--- src/rtl/irq_stat_pkg.sv ---
`timescale 1ns/1ps
package irq_stat_pkg;

    localparam int unsigned OFS_STATUS = 32'h24;
    localparam int unsigned OFS_RAISE  = 32'h60;
    localparam int unsigned OFS_LOWER  = 32'h64;

    typedef enum logic {
        MODE_LEVEL = 1'b0,
        MODE_MSG   = 1'b1
    } irq_mode_e;

    typedef struct packed {
        logic raise_ev;
        logic lower_ev;
    } irq_evt_t;

    function automatic int unsigned src_bit_pos(input int unsigned idx,
                                                input int unsigned stride);
        return idx * stride;
    endfunction

endpackage

--- src/rtl/irq_req_decode.sv ---
`timescale 1ns/1ps
module irq_req_decode
    import irq_stat_pkg::*;
#(
    parameter int unsigned DATA_W     = 32,
    parameter int unsigned ADDR_W     = 8,
    parameter int unsigned NUM_SRC    = 2,
    parameter int unsigned SRC_STRIDE = 8
) (
    input  logic              wr_en,
    input  logic [ADDR_W-1:0] wr_addr,
    input  logic [DATA_W-1:0] wr_data,
    input  logic [NUM_SRC-1:0] src_raise,
    output logic [DATA_W-1:0] set_mask,
    output logic [DATA_W-1:0] clr_mask,
    output irq_evt_t          evt
);
    logic [DATA_W-1:0] src_mask;
    logic              sw_raise;
    logic              sw_lower;

    always_comb begin
        src_mask = '0;
        for (int unsigned i = 0; i < NUM_SRC; i++) begin
            src_mask[src_bit_pos(i, SRC_STRIDE)] = src_raise[i];
        end
    end

    assign sw_raise = wr_en && (wr_addr == ADDR_W'(OFS_RAISE));
    assign sw_lower = wr_en && (wr_addr == ADDR_W'(OFS_LOWER));

    assign set_mask     = src_mask | (sw_raise ? wr_data : '0);
    assign clr_mask     = sw_lower ? wr_data : '0;
    assign evt.raise_ev = sw_raise || (|src_raise);
    assign evt.lower_ev = sw_lower;
endmodule

--- src/rtl/irq_status_reg.sv ---
`timescale 1ns/1ps
module irq_status_reg #(
    parameter int unsigned DATA_W = 32
) (
    input  logic              clk,
    input  logic              rst,
    input  logic [DATA_W-1:0] set_mask,
    input  logic [DATA_W-1:0] clr_mask,
    output logic [DATA_W-1:0] status_q,
    output logic              nxt_nonzero
);
    logic [DATA_W-1:0] status_d;

    // raise bits first, then the clear mask wins
    assign status_d    = (status_q | set_mask) & ~clr_mask;
    assign nxt_nonzero = |status_d;

    always_ff @(posedge clk) begin
        if (rst) status_q <= '0;
        else     status_q <= status_d;
    end
endmodule

--- src/rtl/irq_out_gen.sv ---
`timescale 1ns/1ps
module irq_out_gen
    import irq_stat_pkg::*;
(
    input  logic      clk,
    input  logic      rst,
    input  irq_mode_e mode,
    input  irq_evt_t  evt,
    input  logic      nxt_nonzero,
    output logic      irq_line,
    output logic      msg_pulse
);
    logic line_d;
    logic pulse_d;

    always_comb begin
        line_d  = irq_line;
        pulse_d = 1'b0;
        unique case (mode)
            MODE_LEVEL: begin
                if (evt.raise_ev && nxt_nonzero)       line_d = 1'b1;
                else if (evt.lower_ev && !nxt_nonzero) line_d = 1'b0;
            end
            MODE_MSG: begin
                pulse_d = evt.raise_ev && nxt_nonzero;
            end
            default: ;
        endcase
    end

    always_ff @(posedge clk) begin
        if (rst) begin
            irq_line  <= 1'b0;
            msg_pulse <= 1'b0;
        end else begin
            irq_line  <= line_d;
            msg_pulse <= pulse_d;
        end
    end
endmodule

--- src/rtl/irq_status_ctrl.sv ---
`timescale 1ns/1ps
module irq_status_ctrl
    import irq_stat_pkg::*;
#(
    parameter int unsigned DATA_W     = 32,
    parameter int unsigned ADDR_W     = 8,
    parameter int unsigned NUM_SRC    = 2,
    parameter int unsigned SRC_STRIDE = 8
) (
    input  logic               clk,
    input  logic               rst,
    input  logic               msg_mode,
    input  logic               wr_en,
    input  logic [ADDR_W-1:0]  wr_addr,
    input  logic [DATA_W-1:0]  wr_data,
    input  logic [ADDR_W-1:0]  rd_addr,
    output logic [DATA_W-1:0]  rd_data,
    input  logic [NUM_SRC-1:0] src_raise,
    output logic               irq_line,
    output logic               msg_pulse
);
    logic [DATA_W-1:0] set_mask;
    logic [DATA_W-1:0] clr_mask;
    logic [DATA_W-1:0] status_q;
    logic              nxt_nonzero;
    irq_evt_t          evt;
    irq_mode_e         mode;

    assign mode = irq_mode_e'(msg_mode);

    irq_req_decode #(
        .DATA_W(DATA_W), .ADDR_W(ADDR_W),
        .NUM_SRC(NUM_SRC), .SRC_STRIDE(SRC_STRIDE)
    ) u_dec (
        .wr_en(wr_en), .wr_addr(wr_addr), .wr_data(wr_data),
        .src_raise(src_raise), .set_mask(set_mask),
        .clr_mask(clr_mask), .evt(evt)
    );

    irq_status_reg #(.DATA_W(DATA_W)) u_reg (
        .clk(clk), .rst(rst), .set_mask(set_mask), .clr_mask(clr_mask),
        .status_q(status_q), .nxt_nonzero(nxt_nonzero)
    );

    irq_out_gen u_out (
        .clk(clk), .rst(rst), .mode(mode), .evt(evt),
        .nxt_nonzero(nxt_nonzero), .irq_line(irq_line), .msg_pulse(msg_pulse)
    );

    assign rd_data = (rd_addr == ADDR_W'(OFS_STATUS)) ? status_q : '1;
endmodule

--- config.mk ---
export PLATFORM = sky130hd
export DESIGN_NAME = irq_status_ctrl
export DESIGN_NICKNAME = d
export VERILOG_FILES = /design/src/rtl/irq_stat_pkg.sv /design/src/rtl/irq_req_decode.sv /design/src/rtl/irq_status_reg.sv /design/src/rtl/irq_out_gen.sv /design/src/rtl/irq_status_ctrl.sv
export SDC_FILE = /design/constraint.sdc
export NUM_CORES = 1
export LEC_CHECK = 0
export ABC_CLOCK_PERIOD_IN_PS = 2000
export BUFFER_PORTS_ARGS = -buffer_cell sky130_fd_sc_hd__buf_4
export CORE_ASPECT_RATIO = 0.75
export CORE_MARGIN = 2
export CORE_UTILIZATION = 46
export DETAILED_ROUTE_END_ITERATION = 12
export PLACE_DENSITY = 0.87
export REMOVE_ABC_BUFFERS = 1
export SLEW_MARGIN = 25
export SYNTH_ARGS = -nofsm -noshare
export SYNTH_HDL_FRONTEND = slang
export SYNTH_HIERARCHICAL = 1
export SYNTH_SLANG_ARGS = --single-unit
--- constraint.sdc ---
create_clock -name clk -period 2 [get_ports clk]
set_input_delay 0.1 -clock clk [delete_from_list [all_inputs] [get_ports clk]]
set_output_delay 0.1 -clock clk [all_outputs]
set_load 0.01 [all_outputs]
==> impl_metrics.env <==
export IMPL_status="complete, but fails checks"
export IMPL_violations="negative setup slack"
export IMPL_dpl_hpwl_um=4750
export IMPL_max_cap_violations=0
export IMPL_synth_most_common_cell="nor4_2"
export IMPL_p_sw_frac=0.287
export IMPL_hold_class="primary input to register"
export IMPL_setup_viol=2
export IMPL_detail_route_first_pass_iterations=4
export IMPL_async_flop_share=0
export IMPL_cts_sinks=34
export IMPL_combPwrFrac=0.216
export IMPL_grt_antenna_before_repair=0
export IMPL_ys_seq_area_frac=0.273
export IMPL_tritoncts="built"
export IMPL_rsz0062_at_grt="true"
export IMPL_grt_met1_usage=0.324
export IMPL_period_share=1.10
export IMPL_vias_per_cell=5.69
export IMPL_vias=2633
export IMPL_num_fill_cells=368
export IMPL_syn_instance_count=283
export IMPL_htree_levels=2
export IMPL_io_buffers=87
export IMPL_clock_power_share=0.325
export IMPL_final_antenna_net_count=0
export IMPL_critPathMaxFanout=11
export IMPL_maxSlewHeadroom=0.704
export IMPL_drcViolationCount=0
export IMPL_synth_ff_type="dfxtp_1"
export IMPL_synth_simple_area_share=0.476
export IMPL_synthAdderAreaFrac=0
export IMPL_cp_data_required_time_ps=2150
export IMPL_fin_cells=463
export IMPL_path_cells="buf_4 > or4b_4 > buf_16 > nor4_1 > o21bai_2 > nand4_1 > nor4_2 > nand2_1 > nor3b_2 > a2111oi_2"
export IMPL_crit_buf_inv=2
export IMPL_wl_um=8220
export IMPL_power_leakage_uw=0.00150
export IMPL_critical_path_top_delay_family="simple AND/OR/NAND/NOR gates"
export IMPL_cts_buffers=5
export IMPL_wl_per_cell_um=17.8
export IMPL_fmax_mhz=456
export IMPL_grtUsageMet3=0.0526
export IMPL_grt_pass1_wl_um=11900
export IMPL_path_class="primary input to register"
export IMPL_grt_pass1_vias=2481
export IMPL_final_area_um2=3920
export IMPL_post_place_cells=445
export IMPL_area_delta_synth_final_pct=57.3
export IMPL_cp_slowest_cell="or4b_4"
export IMPL_yosys_area_top_type="dfxtp_1"
export IMPL_yosys_register_bits=34
export IMPL_arrival_ps=2350
export IMPL_ios=88
export IMPL_final_core_util=0.741
export IMPL_postPlaceCellArea_um2=3350
export IMPL_synth_top_cells_by_count="nor4_2, inv_1, dfxtp_1"
export IMPL_drive_gt1_frac=0.572
export IMPL_setup_ws_ps=-195
export IMPL_place_congestion=0.785
export IMPL_synth_area_leaders="dfxtp_1, nor4_2, nand3b_1"
export IMPL_diodes=0
export IMPL_nets=442
export IMPL_grt_max_degree=37
export IMPL_yosysWarnings=6
export IMPL_synth_top_family_by_area="simple AND/OR/NAND/NOR gates"
export IMPL_synth_edf_count=0
export IMPL_synthXorXnorAreaFrac=0
export IMPL_p_sw_uw=430
export IMPL_grt_overflow_total=0
export IMPL_synth_mux_area_frac=0
export IMPL_num_rows=23
export IMPL_start_util=0.471
export IMPL_die_area_um2=6040
export IMPL_power_frac_seq=0.459
export IMPL_ctsHoldBuffers=0
export IMPL_max_stage_delay_ps=640
export IMPL_dieHeight_um=67.8
export IMPL_skew_ps=6.99
export IMPL_synth_compound_area_frac=0.122
export IMPL_path_clk_slew_ps=60
export IMPL_first_iter_violations=172
export IMPL_netlist_area_um2=2490
export IMPL_avgSynthCellArea_um2=8.82
export IMPL_track_usage=0.254
export IMPL_max_vdd_ir_drop_uv=265
export IMPL_endpoint_kind="register"
export IMPL_worst_pin_slew_ps=444
export IMPL_ys_types=26
export IMPL_drv_slew=0
export IMPL_yosys_area_top_type_share=0.273
export IMPL_die_w_um=89.0
export IMPL_startpoint_type="primary input"
export IMPL_internal_power_uw=1070
export IMPL_cts_buffer_depth=2
export IMPL_period_needed_ps=2190
export IMPL_hold_violations=0
export IMPL_grtUsageMet2=0.433
export IMPL_clock_latency_ps=290
export IMPL_core_area_um2=5300
export IMPL_powerDensity_nw_per_um2=382
export IMPL_grt_busiest_layer="met2"
export IMPL_cts_root_buffer="clkbuf_8"
[worst register-to-register path, delay by kind of cell (launching register included)]
kind	cells	cell delay [ps]
compound gates	2	260
simple gates	4	810
flops	1	310
[through the flow]
stage | setup TNS (ps) | hold slack (ps) | setup slack (ps) | power [uW]
after floorplan | -40140 | 169 | -1900 | 799
after global placement | -682 | 416 | -381 | 962
after detailed placement | -861 | 419 | -486 | 969
after CTS | -197 | 125 | -102 | 1470
after global routing | -515 | 130 | -287 | 1560
final | -369 | 131 | -195 | 1500
[power by group through the flow]
stage                     Clock, uW  Sequential, uW  Combinational (uW)
after floorplan                   0             703                96.2
after global placement            0             702                 260
after detailed placement          0             703                 266
after CTS                       490             687                 294
after global routing            526             688                 342
final                           487             688                 323
[sequential cells by signal, summed over array words and instances, names as in the netlist]
name,cells
u_reg/status_q,32
u_out/msg_pulse,1
u_out/irq_line,1
[layout make-up]
class | count | area (um^2) | share of cell area
Clock buffer | 7 | 76.3 | 0.0195
Inverter | 36 | 135 | 0.0344
Tap cell | 75 | 93.8 | 0.0239
Sequential cell | 34 | 681 | 0.173
Timing Repair Buffer | 129 | 1120 | 0.284
Multi-Input combinational cell | 182 | 1820 | 0.464
[placed cells by master (no fill, tap or decap), types with 2 or more instances in the layout]
cell type    n
o21bai_2    23
buf_12       5
o41ai_2      2
nand3b_2     4
clkbuf_1     2
nor2_1      33
dfxtp_1     34
nand3b_1    28
inv_1       36
clkbuf_8     5
nor4_4      16
o21bai_1     6
buf_16       3
o21bai_4     3
nor4b_4      2
nand4_1      8
nor4_2      32
nor4_1      16
buf_4      120
[worst paths after layout]
kind                                    startpoint           endpoint  cells after the start  slack (ps)
worst min-delay path                      msg_mode     u_out/irq_line                      3         130
worst max-delay path                    wr_addr[7]     u_out/irq_line                     10        -190
worst min register to register   u_reg/status_q[3]  u_reg/status_q[3]                      2         520
worst max register to register  u_reg/status_q[13]     u_out/irq_line                      6         500
[cells by family (layout without fill, tap and decap cells)]
logic type / count (synthesis) / count (layout)
and+or+nand+nor: 146 / 146
DFF: 34 / 34
buffers and inverters: 67 / 172
AOI/OAI and AO/OA: 36 / 36
[timing repair]
action	4_1_cts	5_1_grt
setup endpoints to repair	2	2
pin swaps	8	10
buffers inserted	7	1
gates cloned	3	0
gates resized for setup	16	41
endpoints found under the hold margin	0	0
[layer usage]
layer | vias to the layer above | wire [um]
li1 | 1239 | -
met4 | 0 | 143
met2 | 112 | 4250
met1 | 1265 | 3250
met5 | - | 0
met3 | 17 | 579
No activity file was read; power rests on OpenSTA's default activity.
